File: src/rtl/shm_db_pkg.sv
package shm_db_pkg;
  typedef enum logic [1:0] {
    SZ_BYTE = 2'd0,
    SZ_HALF = 2'd1,
    SZ_WORD = 2'd2,
    SZ_RSVD = 2'd3
  } acc_size_e;

  localparam int unsigned DATA_W   = 32;
  localparam int unsigned PEER_W   = 16;
  localparam int unsigned VEC_W    = 8;
  localparam int unsigned EVT_W    = 8;
  localparam int unsigned ID_W     = 16;

  localparam logic [7:0] OFF_MASK = 8'h00;
  localparam logic [7:0] OFF_STAT = 8'h04;
  localparam logic [7:0] OFF_POS  = 8'h08;
  localparam logic [7:0] OFF_BELL = 8'h0C;
endpackage

File: src/rtl/shm_db_irq_regs.sv
module shm_db_irq_regs #(
  parameter int unsigned DW   = 32,
  parameter int unsigned EW   = 8
) (
  input  logic          clk_i,
  input  logic          rst_ni,
  input  logic          mask_we_i,
  input  logic          stat_we_i,
  input  logic          stat_rd_i,
  input  logic [DW-1:0] wdata_i,
  input  logic          evt_valid_i,
  input  logic [EW-1:0] evt_data_i,
  output logic [DW-1:0] mask_o,
  output logic [DW-1:0] stat_o,
  output logic          irq_o
);
  logic [DW-1:0] mask_q, stat_q;

  always_ff @(posedge clk_i or negedge rst_ni) begin
    if (!rst_ni) begin
      mask_q <= '0;
      stat_q <= '0;
    end else begin
      if (mask_we_i) mask_q <= wdata_i;
      // event has priority so an arriving event is never lost
      if (evt_valid_i)    stat_q <= DW'(evt_data_i);
      else if (stat_we_i) stat_q <= wdata_i;
      else if (stat_rd_i) stat_q <= '0;
    end
  end

  assign mask_o = mask_q;
  assign stat_o = stat_q;
  assign irq_o  = |(stat_q & mask_q);

  assert_evt_load_R7: assert property (@(posedge clk_i) disable iff (!rst_ni)
    evt_valid_i |=> stat_q == DW'($past(evt_data_i)));

  assert_rdclr_R4: assert property (@(posedge clk_i) disable iff (!rst_ni)
    (stat_rd_i && !evt_valid_i && !stat_we_i) |=> (stat_q == '0 && !irq_o));

  assert_mask_off_R2: assert property (@(posedge clk_i) disable iff (!rst_ni)
    (mask_we_i && wdata_i == '0) |=> !irq_o);
endmodule

File: src/rtl/shm_db_peer_table.sv
module shm_db_peer_table #(
  parameter int unsigned NUM_PEERS = 16,
  parameter int unsigned CNT_W     = 8,
  parameter int unsigned PEER_W    = 16,
  parameter int unsigned IDX_W     = (NUM_PEERS > 1) ? $clog2(NUM_PEERS) : 1
) (
  input  logic              clk_i,
  input  logic              rst_ni,
  input  logic              tbl_we_i,
  input  logic [IDX_W-1:0]  tbl_idx_i,
  input  logic [CNT_W-1:0]  tbl_cnt_i,
  input  logic [PEER_W-1:0] lkp_peer_i,
  output logic [CNT_W-1:0]  lkp_cnt_o,
  output logic [PEER_W-1:0] max_peer_o
);
  logic [CNT_W-1:0] cnt_q [NUM_PEERS];
  logic [NUM_PEERS-1:0] nz;

  for (genvar g = 0; g < NUM_PEERS; g++) begin : g_ent
    always_ff @(posedge clk_i or negedge rst_ni) begin
      if (!rst_ni)                                     cnt_q[g] <= '0;
      else if (tbl_we_i && tbl_idx_i == IDX_W'(g))     cnt_q[g] <= tbl_cnt_i;
    end
    assign nz[g] = |cnt_q[g];
  end

  always_comb begin
    max_peer_o = '0;
    for (int i = 0; i < NUM_PEERS; i++) begin
      if (nz[i]) max_peer_o = PEER_W'(i);
    end
  end

  always_comb begin
    lkp_cnt_o = '0;
    if (lkp_peer_i < PEER_W'(NUM_PEERS)) lkp_cnt_o = cnt_q[lkp_peer_i[IDX_W-1:0]];
  end

  assert_max_nonzero_R10: assert property (@(posedge clk_i) disable iff (!rst_ni)
    (max_peer_o == '0) || nz[max_peer_o[IDX_W-1:0]]);

  assert_tbl_write_R12: assert property (@(posedge clk_i) disable iff (!rst_ni)
    (tbl_we_i && tbl_cnt_i != '0) |=> max_peer_o >= PEER_W'($past(tbl_idx_i)));
endmodule

File: src/rtl/shm_db_bell.sv
module shm_db_bell #(
  parameter int unsigned PEER_W = 16,
  parameter int unsigned VEC_W  = 8,
  parameter int unsigned CNT_W  = 8
) (
  input  logic              clk_i,
  input  logic              rst_ni,
  input  logic              bell_we_i,
  input  logic [PEER_W-1:0] dest_i,
  input  logic [VEC_W-1:0]  vec_i,
  input  logic [PEER_W-1:0] max_peer_i,
  input  logic [CNT_W-1:0]  cnt_i,
  output logic              notify_o,
  output logic [PEER_W-1:0] notify_peer_o,
  output logic [VEC_W-1:0]  notify_vec_o
);
  localparam int unsigned CMP_W = (VEC_W > CNT_W) ? VEC_W : CNT_W;

  logic accept;
  assign accept = bell_we_i && (dest_i <= max_peer_i) && (CMP_W'(vec_i) < CMP_W'(cnt_i));

  always_ff @(posedge clk_i or negedge rst_ni) begin
    if (!rst_ni) begin
      notify_o      <= 1'b0;
      notify_peer_o <= '0;
      notify_vec_o  <= '0;
    end else begin
      notify_o <= accept;
      if (accept) begin
        notify_peer_o <= dest_i;
        notify_vec_o  <= vec_i;
      end
    end
  end

  assert_notify_src_R11: assert property (@(posedge clk_i) disable iff (!rst_ni)
    notify_o |-> $past(bell_we_i));

  assert_drop_dest_R10: assert property (@(posedge clk_i) disable iff (!rst_ni)
    (bell_we_i && dest_i > max_peer_i) |=> !notify_o);

  assert_drop_vec_R10: assert property (@(posedge clk_i) disable iff (!rst_ni)
    notify_o |-> CMP_W'(notify_vec_o) < CMP_W'($past(cnt_i)));
endmodule

File: src/rtl/shm_doorbell_regs.sv
module shm_doorbell_regs
  import shm_db_pkg::*;
#(
  parameter int unsigned NUM_PEERS = 16,
  parameter int unsigned CNT_W     = 8,
  parameter int unsigned ADDR_W    = 8,
  parameter int unsigned IDX_W     = (NUM_PEERS > 1) ? $clog2(NUM_PEERS) : 1
) (
  input  logic              clk_i,
  input  logic              rst_ni,
  input  logic              req_i,
  input  logic              we_i,
  input  logic [ADDR_W-1:0] addr_i,
  input  logic [1:0]        size_i,
  input  logic [31:0]       wdata_i,
  output logic [31:0]       rdata_o,
  output logic              irq_o,
  input  logic              evt_valid_i,
  input  logic [7:0]        evt_data_i,
  input  logic              mapped_i,
  input  logic [15:0]       local_id_i,
  input  logic              tbl_we_i,
  input  logic [IDX_W-1:0]  tbl_idx_i,
  input  logic [CNT_W-1:0]  tbl_cnt_i,
  output logic              notify_o,
  output logic [15:0]       notify_peer_o,
  output logic [7:0]        notify_vec_o
);
  logic              is_word, wr_en, rd_en;
  logic [ADDR_W-1:0] waddr;
  logic              mask_we, stat_we, stat_rd, bell_we;
  logic [DATA_W-1:0] mask_w, stat_w, rd_mux;
  logic [PEER_W-1:0] dest, max_peer;
  logic [VEC_W-1:0]  vec;
  logic [CNT_W-1:0]  dest_cnt;

  assign is_word = (size_i == SZ_WORD);
  assign wr_en   = req_i && we_i && is_word;
  assign rd_en   = req_i && !we_i;
  // writes drop the byte lane bits, reads decode the full offset
  assign waddr   = {addr_i[ADDR_W-1:2], 2'b00};

  assign mask_we = wr_en && (waddr == ADDR_W'(OFF_MASK));
  assign stat_we = wr_en && (waddr == ADDR_W'(OFF_STAT));
  assign bell_we = wr_en && (waddr == ADDR_W'(OFF_BELL));
  assign stat_rd = rd_en && is_word && (addr_i == ADDR_W'(OFF_STAT));

  assign dest = wdata_i[DATA_W-1 -: PEER_W];
  assign vec  = wdata_i[VEC_W-1:0];

  shm_db_irq_regs #(.DW(DATA_W), .EW(EVT_W)) u_irq (
    .clk_i      (clk_i),
    .rst_ni     (rst_ni),
    .mask_we_i  (mask_we),
    .stat_we_i  (stat_we),
    .stat_rd_i  (stat_rd),
    .wdata_i    (wdata_i),
    .evt_valid_i(evt_valid_i),
    .evt_data_i (evt_data_i),
    .mask_o     (mask_w),
    .stat_o     (stat_w),
    .irq_o      (irq_o)
  );

  shm_db_peer_table #(
    .NUM_PEERS(NUM_PEERS), .CNT_W(CNT_W), .PEER_W(PEER_W), .IDX_W(IDX_W)
  ) u_tbl (
    .clk_i     (clk_i),
    .rst_ni    (rst_ni),
    .tbl_we_i  (tbl_we_i),
    .tbl_idx_i (tbl_idx_i),
    .tbl_cnt_i (tbl_cnt_i),
    .lkp_peer_i(dest),
    .lkp_cnt_o (dest_cnt),
    .max_peer_o(max_peer)
  );

  shm_db_bell #(.PEER_W(PEER_W), .VEC_W(VEC_W), .CNT_W(CNT_W)) u_bell (
    .clk_i        (clk_i),
    .rst_ni       (rst_ni),
    .bell_we_i    (bell_we),
    .dest_i       (dest),
    .vec_i        (vec),
    .max_peer_i   (max_peer),
    .cnt_i        (dest_cnt),
    .notify_o     (notify_o),
    .notify_peer_o(notify_peer_o),
    .notify_vec_o (notify_vec_o)
  );

  always_comb begin
    rd_mux = '0;
    if (is_word) begin
      if      (addr_i == ADDR_W'(OFF_MASK)) rd_mux = mask_w;
      else if (addr_i == ADDR_W'(OFF_STAT)) rd_mux = stat_w;
      else if (addr_i == ADDR_W'(OFF_POS))  rd_mux = mapped_i ? DATA_W'(local_id_i) : '1;
    end
  end

  always_ff @(posedge clk_i or negedge rst_ni) begin
    if (!rst_ni)    rdata_o <= '0;
    else if (rd_en) rdata_o <= rd_mux;
  end

  assert_nonword_rd_R5: assert property (@(posedge clk_i) disable iff (!rst_ni)
    (rd_en && !is_word) |=> rdata_o == '0);

  assert_nonword_wr_R5: assert property (@(posedge clk_i) disable iff (!rst_ni)
    (req_i && we_i && !is_word && !evt_valid_i) |=> ($stable(stat_w) && $stable(mask_w) && !notify_o));

  assert_pos_unmapped_R6: assert property (@(posedge clk_i) disable iff (!rst_ni)
    (rd_en && is_word && addr_i == ADDR_W'(OFF_POS) && !mapped_i) |=> rdata_o == '1);
endmodule

File: config.mk
export PLATFORM = sky130hd
export DESIGN_NAME = shm_doorbell_regs
export DESIGN_NICKNAME = d
export VERILOG_FILES = /design/src/rtl/shm_db_pkg.sv /design/src/rtl/shm_db_irq_regs.sv /design/src/rtl/shm_db_peer_table.sv /design/src/rtl/shm_db_bell.sv /design/src/rtl/shm_doorbell_regs.sv
export SDC_FILE = /design/constraint.sdc
export NUM_CORES = 1
export LEC_CHECK = 0
export BUFFER_PORTS_ARGS = -buffer_cell sky130_fd_sc_hd__buf_2
export CORE_MARGIN = 5
export CORE_UTILIZATION = 45
export CTS_BUF_LIST = sky130_fd_sc_hd__clkbuf_4 sky130_fd_sc_hd__clkbuf_8 sky130_fd_sc_hd__clkbuf_16
export DETAILED_ROUTE_END_ITERATION = 16
export GPL_ROUTABILITY_DRIVEN = 0
export PLACE_DENSITY = 0.74
export REMOVE_ABC_BUFFERS = 1
export SYNTH_ARGS = -nofsm -noshare
export SYNTH_HDL_FRONTEND = slang
export SYNTH_HIERARCHICAL = 1
export SYNTH_SLANG_ARGS = --single-unit
File: constraint.sdc
create_clock -name clk_i -period 6.25 [get_ports clk_i]
set_clock_uncertainty 0.15 [all_clocks]
set_input_delay 0.9375 -clock clk_i [delete_from_list [all_inputs] [get_ports clk_i]]
set_output_delay 0.9375 -clock clk_i [all_outputs]
set_load 0.005 [all_outputs]
==> impl_table.tex, run 1 <==
\begin{tabular}{lr}
\hline
Metric & Value \\
\hline
\multicolumn{2}{l}{\textbf{Outcome}} \\
Result of the run & complete, no violations \\
\multicolumn{2}{l}{\textbf{Worst setup path}} \\
Path type of the worst setup path & primary input to register \\
Gate family responsible for the most delay along the worst path & buffers and inverters \\
Source of the worst register-to-register timing path & u\_tbl/cnt\_q[82] \\
CP Max Fanout & 21 \\
Worst reg2reg setup slack & between 1500 and 2000 ps \\
CP Data Required Time & around 6500 ps \\
RR Endpoint & u\_bell/notify\_vec\_o[7] \\
Critical Path, Cell by Cell & buf\_2, buf\_4, mux4\_2, mux2i\_1, a211oi\_1, inv\_1, ha\_1, a2111o\_1, a31oi\_1, o21ai\_0, a21oi\_4, buf\_4, mux2\_2 \\
Buf/Inv on CP & 4 \\
Length in cells of the worst reg-to-reg path & 13 \\
Cell with the most instances on the worst path & sky130\_fd\_sc\_hd\_\_buf\_4 \\
Stages on the worst setup path & 13 \\
Startpoint type of the worst setup path & primary input \\
Biggest cell delay along the critical path & 550 ps \\
Type of element capturing the critical path & register \\
Arrival time of data at the critical path endpoint & about 4900 ps \\
Worst path slowest cell & sky130\_fd\_sc\_hd\_\_mux4\_2 \\
\multicolumn{2}{l}{\textbf{Logic synthesis}} \\
Flops \& latches, synth & between 200 and 250 \\
Adder-cell share of the synthesized area & 0.0233 \\
Netlist area before placement & 12300 µm² \\
Number of synthesis warnings & 6 \\
Syn Area/Cell & about 13 µm² \\
Most used DFF post-synth & sky130\_fd\_sc\_hd\_\_dfrtp\_1 \\
Multiplexer fraction of the synthesized cell area & 0.242 \\
Post-synth EDFFs & 0 \\
Sequential area share after synthesis & 0.505 \\
Main combinational cell family by area after synthesis & multiplexers \\
Synthesized-area fraction occupied by ao, oa, aoi and oai cells & 0.0940 \\
Area share of xor/xnor cells in the synthesized design & 0 \\
Post-synth ARST share & 1.00 \\
Number of distinct library cell variants in the gate-level netlist after synthesis & approximately 60 \\
Gate Count Post-Synth & 946 \\
Simple logic cell fraction of the synthesized area & 0.0887 \\
\multicolumn{2}{l}{\textbf{Worst hold path}} \\
Hold crit path type & register to register \\
Launch point of the worst hold path & rdata\_o[13] \\
Hold Path Sink & rdata\_o[13] \\
Worst Hold Depth & 2 \\
\multicolumn{2}{l}{\textbf{Power and ir drop}} \\
Comb pwr share & 0.135 \\
VDD IR max & around 210 µV \\
Sequential Power Share & 0.461 \\
Static Leakage & about 6.5 nW \\
Power density relative to cell area & 307 nW/µm² \\
Cell internal pwr & roughly 0.0033 W \\
Psw & about 0.0011 W \\
Net switching share of the total power & 0.250 \\
Clock network power share & 0.404 \\
\multicolumn{2}{l}{\textbf{Final layout}} \\
Area growth from synthesis to layout & 14.6\% \\
Multi-input logic area & $\sim$5600 µm² \\
Nets & approximately 1200 \\
Fraction of layout cells with a size suffix above 1 & 0.386 \\
Number of inserted filler cells in the final layout & 2261 \\
Sequential cell area & around 6200 µm² \\
Ant. Diodes & 0 \\
Most frequent cells in the layout & sky130\_fd\_sc\_hd\_\_dfrtp\_1, sky130\_fd\_sc\_hd\_\_mux2\_2, sky130\_fd\_sc\_hd\_\_buf\_2 \\
Most common library cell in the layout ignoring fill and taps & sky130\_fd\_sc\_hd\_\_dfrtp\_1 \\
\multicolumn{2}{l}{\textbf{Global routing}} \\
Initial antenna violation count & 0 \\
First-pass GRT wire length & between 50 and 60 mm \\
Gr ovfl total & 0 \\
Combined global-route utilization of all metal layers & 0.211 \\
Pin count of the biggest net entering global routing & between 100 and 150 \\
Number of global-route vias before repair & $\sim$8800 \\
\multicolumn{2}{l}{\textbf{Floorplan}} \\
Total core area & $\sim$27000 µm² \\
Die Span X & roughly 180 µm \\
Die Footprint & between 30000 and 40000 µm² \\
Row count & 60 \\
Initial Utilization & 0.457 \\
Die Ht & 176 µm \\
Number of top-level pins & 143 \\
\multicolumn{2}{l}{\textbf{CTS}} \\
Hold buffers post-CTS & 0 \\
Root cell of the clock tree & sky130\_fd\_sc\_hd\_\_clkbuf\_16 \\
Number of buffers added by the clock tree synthesis step & 27 \\
\# H-tree levels & 1 \\
CTS tree & built \\
Clock sink count & 249 \\
Post-CTS sizing & 0 \\
Latest clock arrival within the worst-skew pair & 530 ps \\
Setup Fix Bufs, Post-CTS & 0 \\
Clock buffer depth & 3 \\
Register clock-pin slew on the reported worst setup and hold paths & around 60 ps \\
\multicolumn{2}{l}{\textbf{Drt}} \\
Total number of vias & slightly below 9000 \\
Iteration-0 DRC count of the detailed router & between 800 and 900 \\
Detail-routed via count per cell & between 6 and 7 \\
DRC violations left & 0 \\
Final WL & $\sim$33 mm \\
Antenna viol nets, final & 0 \\
Pre-Repair DR Iteration Count & 5 \\
Routed wire per std cell & around 23 µm \\
\multicolumn{2}{l}{\textbf{STA}} \\
Unrepaired setup endpoints after global routing & false \\
Final period util & 0.741 \\
Pins Over Slew Limit & 0 \\
Setup ws final & 1620 ps \\
Final Hold Viols & 0 \\
Fin crit period & $\sim$4600 ps \\
Fmax achieved & approximately 0.22 GHz \\
Pin slew with the least headroom to its limit & between 1000 and 1500 ps \\
Setup total negative slack & 0 ps \\
Hold Slack & 323 ps \\
Total setup violations reported at the end of the flow & 0 \\
Headroom to the max-slew limit & 0.207 \\
\multicolumn{2}{l}{\textbf{Place}} \\
Dpl hpwl & 22.9 mm \\
Minimum setup slack after placement & around 1100 ps \\
Count of buffers from port buffering & about 140 \\
\multicolumn{2}{l}{\textbf{Job}} \\
Maxcap violations & 0 \\
\hline
\end{tabular}
==> power groups by stage <==
stage               Sequential, W  Clock (W)  Combinational (W)
floorplan                 0.00194          0           0.000393
CTS                       0.00200    0.00178           0.000585
detailed placement        0.00202          0           0.000582
global route              0.00202    0.00185           0.000640
finish                    0.00200    0.00175           0.000585
global placement          0.00202          0           0.000560
==> state kept, by name (all words and copies together) (netlist names) <==
| register | count |
|---|---|
| u_tbl/cnt_q | 128 |
| u_bell/notify_o | 1 |
| u_irq/mask_o | 32 |
| u_bell/notify_vec_o | 8 |
| u_bell/notify_peer_o | 16 |
| rdata_o | 32 |
| u_irq/stat_o | 32 |
==> layer usage <==
metal | routed length, µm | share of wire | track usage
met1 | 14000 | 0.42 | 0.294
met4 | 687 | 0.021 | 0.0416
met5 | 0 | 0 | 0
met3 | 2590 | 0.078 | 0.0368
met2 | 15800 | 0.48 | 0.353
==> synthesized netlist by cell type (9+ instances only) <==
cell                       instances  share of area
sky130_fd_sc_hd__dfrtp_1         249           0.51
sky130_fd_sc_hd__mux2_2          160           0.15
sky130_fd_sc_hd__nand2_1          56          0.017
sky130_fd_sc_hd__o22ai_1          32          0.016
sky130_fd_sc_hd__nor4_1           29          0.015
sky130_fd_sc_hd__o21ai_0          29          0.012
sky130_fd_sc_hd__a22o_1           24          0.017
sky130_fd_sc_hd__ha_1             23          0.023
sky130_fd_sc_hd__inv_1            23         0.0070
sky130_fd_sc_hd__nor2_1           21         0.0064
sky130_fd_sc_hd__mux4_2           20          0.037
sky130_fd_sc_hd__clkbuf_1         19         0.0058
sky130_fd_sc_hd__mux2_4           19          0.023
sky130_fd_sc_hd__a211oi_1         17          0.010
sky130_fd_sc_hd__buf_2            17         0.0069
sky130_fd_sc_hd__o31ai_1          17          0.010
sky130_fd_sc_hd__a22oi_1          16         0.0097
sky130_fd_sc_hd__buf_4            16         0.0097
sky130_fd_sc_hd__a21oi_1          15         0.0061
sky130_fd_sc_hd__nand4_1          14         0.0071
sky130_fd_sc_hd__mux4_1           12          0.026
sky130_fd_sc_hd__nor2b_1          12         0.0061
sky130_fd_sc_hd__nand2b_1          9         0.0046
sky130_fd_sc_hd__nor2_2            9         0.0046
sky130_fd_sc_hd__nor3b_1           9         0.0055
==> worst max-delay path by stage <==
| stage | startpoint | endpoint | slack, ps |
|---|---|---|---|
| 4_1_cts | wdata_i[16] | u_bell/notify_vec_o[7] | 1620 |
| 6_report | wdata_i[16] | u_bell/notify_vec_o[7] | 1620 |
| 5_1_grt | wdata_i[16] | u_bell/notify_vec_o[7] | 1400 |
| 2_1_floorplan | addr_i[2] | u_irq/stat_o[10] | 1690 |
| 3_3_place_gp | wdata_i[16] | u_bell/notify_vec_o[7] | 1110 |
| 3_5_place_dp | wdata_i[16] | u_bell/notify_vec_o[7] | 1070 |
==> stage by stage <==
stage	total power, W	instance area, µm²	instances	utilization
floorplan	0.00233	11900	891	-
global placement	0.00258	13100	1384	0.487
detailed placement	0.00261	13100	1384	0.487
CTS	0.00436	14100	1433	0.524
global route	0.00451	14100	1433	0.524
finish	0.00434	14100	1433	0.524
==> logic make-up after synthesis <==
group           count (synthesis)
compound gates                167
flops                         249
fa+ha+maj                      23
other cells                     1
simple gates                  192
mux                           224
buf+inv                        90
==> final cells by class <==
| cell class | count | area share |
|---|---|---|
| Sequential cell | 249 | 0.441 |
| Multi-Input combinational cell | 618 | 0.396 |
| Clock inverter | 9 | 0.0123 |
| Tap cell | 341 | 0.0302 |
| Inverter | 24 | 0.00637 |
| Timing Repair Buffer | 152 | 0.0563 |
| Clock buffer | 40 | 0.0582 |
==> worst register-to-register path, stage by stage, from the launching register on <==
cell and delay, ps:
sky130_fd_sc_hd__dfrtp_1 400, sky130_fd_sc_hd__nor4_1 640, sky130_fd_sc_hd__and4bb_1 330, sky130_fd_sc_hd__a211oi_1 100
sky130_fd_sc_hd__o31ai_1 350, sky130_fd_sc_hd__inv_1 100, sky130_fd_sc_hd__ha_1 290, sky130_fd_sc_hd__nor2b_1 130
sky130_fd_sc_hd__o21ai_0 150, sky130_fd_sc_hd__nand2_1 80, sky130_fd_sc_hd__a211o_1 370, sky130_fd_sc_hd__a21oi_4 490
sky130_fd_sc_hd__buf_4 370, sky130_fd_sc_hd__mux2_2 370
Note: power is estimated with default switching activity, not from simulation.
==> inputs of run 2 (changes only) <==
--- a/config.mk
+++ b/config.mk
@@ -11,7 +11,7 @@
 export CTS_BUF_LIST = sky130_fd_sc_hd__clkbuf_4 sky130_fd_sc_hd__clkbuf_8 sky130_fd_sc_hd__clkbuf_16
 export DETAILED_ROUTE_END_ITERATION = 16
 export GPL_ROUTABILITY_DRIVEN = 0
-export PLACE_DENSITY = 0.74
+export PLACE_DENSITY = 0.77
 export REMOVE_ABC_BUFFERS = 1
 export SYNTH_ARGS = -nofsm -noshare
 export SYNTH_HDL_FRONTEND = slang
==> constraint.sdc (replaced) <==
create_clock -name clk_i -period 4 [get_ports clk_i]
set_clock_uncertainty 0.15 [all_clocks]
set_input_delay 0.6 -clock clk_i [delete_from_list [all_inputs] [get_ports clk_i]]
set_output_delay 0.6 -clock clk_i [all_outputs]
set_load 0.005 [all_outputs]
==> run 2 against run 1 <==
  * Count of clock-buffer cells in the layout is 4 lower
  * Critical endpoint is now u_bell/notify_peer_o[3]
  * Design area rose by 0.44%
  * Clock power up 42%
  * Utilization grew 0.23 points
  * Critical path depth unchanged
  * Routed wire length grew 0.18%
==> impl_table.tex, run 2 (synthesis gave the netlist of run 1 again) <==
\begin{tabular}{lr}
\hline
Metric & Value \\
\hline
\multicolumn{2}{l}{\textbf{CTS}} \\
Clock buffer depth & 3 (unchanged) \\
Latest clock arrival within the worst-skew pair & 530 ps (about the same) \\
Post-CTS sizing & 0 (unchanged) \\
Root cell of the clock tree & sky130\_fd\_sc\_hd\_\_clkbuf\_16 \\
Number of buffers added by the clock tree synthesis step & 26 (-3.7\%) \\
Clock sink count & 249 (unchanged) \\
CTS tree & built \\
Register clock-pin slew on the reported worst setup and hold paths & 60 ps (about the same) \\
\# H-tree levels & 1 (unchanged) \\
\multicolumn{2}{l}{\textbf{Final layout}} \\
Utilization after layout & 0.527 (+0.00232) \\
Area growth from synthesis to layout & 15.2\% \\
Most frequent cells in the layout & sky130\_fd\_sc\_hd\_\_dfrtp\_1, sky130\_fd\_sc\_hd\_\_mux2\_2, sky130\_fd\_sc\_hd\_\_buf\_2 \\
Fraction of layout cells with a size suffix above 1 & 0.389 (+0.00356) \\
Sequential cell area & 6230 µm² (unchanged) \\
Max FFs per register & 128 (unchanged) \\
Number of inserted filler cells in the final layout & 2245 (-0.71\%) \\
Fin area & 14200 µm² (+0.44\%) \\
Register bank with the most flops & u\_tbl/cnt\_q \\
Most common library cell in the layout ignoring fill and taps & sky130\_fd\_sc\_hd\_\_dfrtp\_1 \\
Multi-input logic area & 5590 µm² (unchanged) \\
Nets & 1192 (+1.0\%) \\
\multicolumn{2}{l}{\textbf{Drt}} \\
Final WL & 33.2 mm (+0.18\%) \\
Total number of vias & 8744 (+0.51\%) \\
Routed wire per std cell & 23.0 µm (-0.52\%) \\
Antenna viol nets, final & 0 (unchanged) \\
DRC violations left & 0 (unchanged) \\
Pre-Repair DR Iteration Count & 5 (unchanged) \\
Iteration-0 DRC count of the detailed router & 857 (+5.7\%) \\
Detail-routed via count per cell & 6.06 (-0.19\%) \\
\multicolumn{2}{l}{\textbf{STA}} \\
Pin slew with the least headroom to its limit & 1160 ps (-21.7 ps) \\
Unrepaired setup endpoints after global routing & false \\
Total setup violations reported at the end of the flow & 0 (unchanged) \\
Final Hold Viols & 0 (unchanged) \\
Pins Over Slew Limit & 0 (unchanged) \\
Fmax achieved & $\sim$0.27 GHz \\
Fin crit period & approximately 3700 ps \\
Final period util & 0.925 \\
Setup ws final & 301 ps (-1320 ps) \\
Setup total negative slack & 0 ps (unchanged) \\
Headroom to the max-slew limit & 0.223 (+0.0155) \\
\multicolumn{2}{l}{\textbf{Worst setup path}} \\
Worst reg2reg setup slack & 300 ps (-1510 ps) \\
Startpoint type of the worst setup path & register \\
Critical Path, Cell by Cell & or4\_1, and4bb\_1, a211oi\_1, o31ai\_1, inv\_1, ha\_1, nor2b\_1, o21ai\_0, nand2\_1, a211o\_1, a21oi\_4, buf\_12, mux2\_2 \\
Source of the worst register-to-register timing path & u\_tbl/cnt\_q[94] \\
Biggest cell delay along the critical path & 540 ps (about the same) \\
Arrival time of data at the critical path endpoint & 3960 ps (-930 ps) \\
Path type of the worst setup path & register to register \\
Length in cells of the worst reg-to-reg path & 13 (unchanged) \\
RR Endpoint & u\_bell/notify\_peer\_o[3] \\
CP Max Fanout & 25 (+19\%) \\
CP Data Required Time & 4260 ps (-2250 ps) \\
Type of element capturing the critical path & register \\
Worst path slowest cell & sky130\_fd\_sc\_hd\_\_or4\_1 \\
\multicolumn{2}{l}{\textbf{Worst hold path}} \\
Hold crit path type & primary input to register \\
Hold Path Sink & u\_irq/stat\_o[6] \\
Launch point of the worst hold path & evt\_data\_i[6] \\
Worst Hold Depth & 3 (+1) \\
\multicolumn{2}{l}{\textbf{Global routing}} \\
Initial antenna violation count & 0 (unchanged) \\
Global-route met2 utilization & 0.353 (+0.000485) \\
Met1 Use GR & 0.290 (-0.00408) \\
Busiest layer in global routing & met2 \\
Global Route met3 Usage & 0.0396 (+0.00280) \\
Number of global-route vias before repair & 9002 (+2.1\%) \\
Gr ovfl total & 0 (unchanged) \\
First-pass GRT wire length & 52.1 mm (+0.44\%) \\
Combined global-route utilization of all metal layers & 0.211 (+0.000360) \\
Pin count of the biggest net entering global routing & 103 (-20\%) \\
\multicolumn{2}{l}{\textbf{Power and ir drop}} \\
Power density relative to cell area & 462 nW/µm² (+50\%) \\
Static Leakage & 6.54 nW (+0.37\%) \\
Power after layout & 0.00655 W (+51\%) \\
VDD IR max & 372 µV (+74\%) \\
\multicolumn{2}{l}{\textbf{Place}} \\
Cell area after placement & 13300 µm² (+1.2\%) \\
Dpl hpwl & 23.5 mm (+2.3\%) \\
Minimum setup slack after placement & 133 ps (-938 ps) \\
Count of buffers from port buffering & 142 (unchanged) \\
\multicolumn{2}{l}{\textbf{Floorplan}} \\
Die Footprint & 30800 µm² (unchanged) \\
Number of top-level pins & 143 (unchanged) \\
Total core area & 27000 µm² (unchanged) \\
Initial Utilization & 0.457 (unchanged) \\
Row count & 60 (unchanged) \\
Die Span X & 176 µm (unchanged) \\
Die Ht & 176 µm (unchanged) \\
\multicolumn{2}{l}{\textbf{Job}} \\
Maxcap violations & 0 (unchanged) \\
\multicolumn{2}{l}{\textbf{Outcome}} \\
Result of the run & complete, no violations \\
\hline
\end{tabular}
-- run 2: cell count changes in the layout (fill, tap and decap cells not counted) --
cell,before,now
sky130_fd_sc_hd__dlygate4sd3_1,0,1
sky130_fd_sc_hd__buf_4,10,17
sky130_fd_sc_hd__buf_12,0,5
sky130_fd_sc_hd__bufinv_16,5,2
sky130_fd_sc_hd__diode_2,0,2
sky130_fd_sc_hd__clkbuf_4,5,1
sky130_fd_sc_hd__clkinvlp_4,0,2
-- run 2: metal layers --
layer / vias up / part of all wire
met2: 449 / 0.47
met5: - / 0
met4: 0 / 0.023
met3: 66 / 0.089
li1: 3835 / -
met1: 4394 / 0.42
-- run 2: power by group --
part	leakage [nW]	internal (W)	switching, W
Sequential	3.24	0.00284	0.000287
Clock	0.440	0.00150	0.000979
Combinational	2.85	0.000517	0.000425
Total	6.54	0.00486	0.00169
-- run 2: what timing repair did --
action / CTS / global route
endpoints found under the setup margin: 0 / 0
endpoints found under the hold margin: 10 / 0
setup buffers: 0 / 0
hold buffers: 1 / 0
-- run 2: worst max path at each step --
stage,from,endpoint,depth (start not counted)
final,u_tbl/cnt_q[94],u_bell/notify_peer_o[3],13
after global routing,u_tbl/cnt_q[38],u_bell/notify_peer_o[3],12
after CTS,u_tbl/cnt_q[94],u_bell/notify_peer_o[3],13
after detailed placement,wdata_i[16],u_bell/notify_peer_o[3],15
after global placement,wdata_i[16],u_bell/notify_peer_o[5],13
after floorplan,addr_i[2],u_irq/stat_o[10],4
-- run 2: final cells by class --
class | count | area share
sequential | 249 | 0.439
multi-input combinational | 618 | 0.394
timing repair buffer | 165 | 0.0675
clock buffer | 36 | 0.0559
tap | 341 | 0.0301
clock inverter | 8 | 0.00696
inverter | 24 | 0.00635
antenna | 2 | 0.000353
-- run 2: metrics by stage --
| step | hold slack, ps | instances |
|---|---|---|
| floorplan | 154 | 891 |
| global placement | 306 | 1396 |
| detailed placement | 315 | 1396 |
| CTS | 121 | 1441 |
| global route | 157 | 1441 |
| finish | 134 | 1443 |
-- run 2: worst max-delay path, delay by kind of cell (launching register included) --
kind	cells	cell delay, ps
AO/OA/AOI/OAI	5	980
adder cells (fa/ha/maj)	1	290
buffers and inverters	2	300
flip-flops	1	390
multiplexers	1	360
AND/OR/NAND/NOR	4	1100
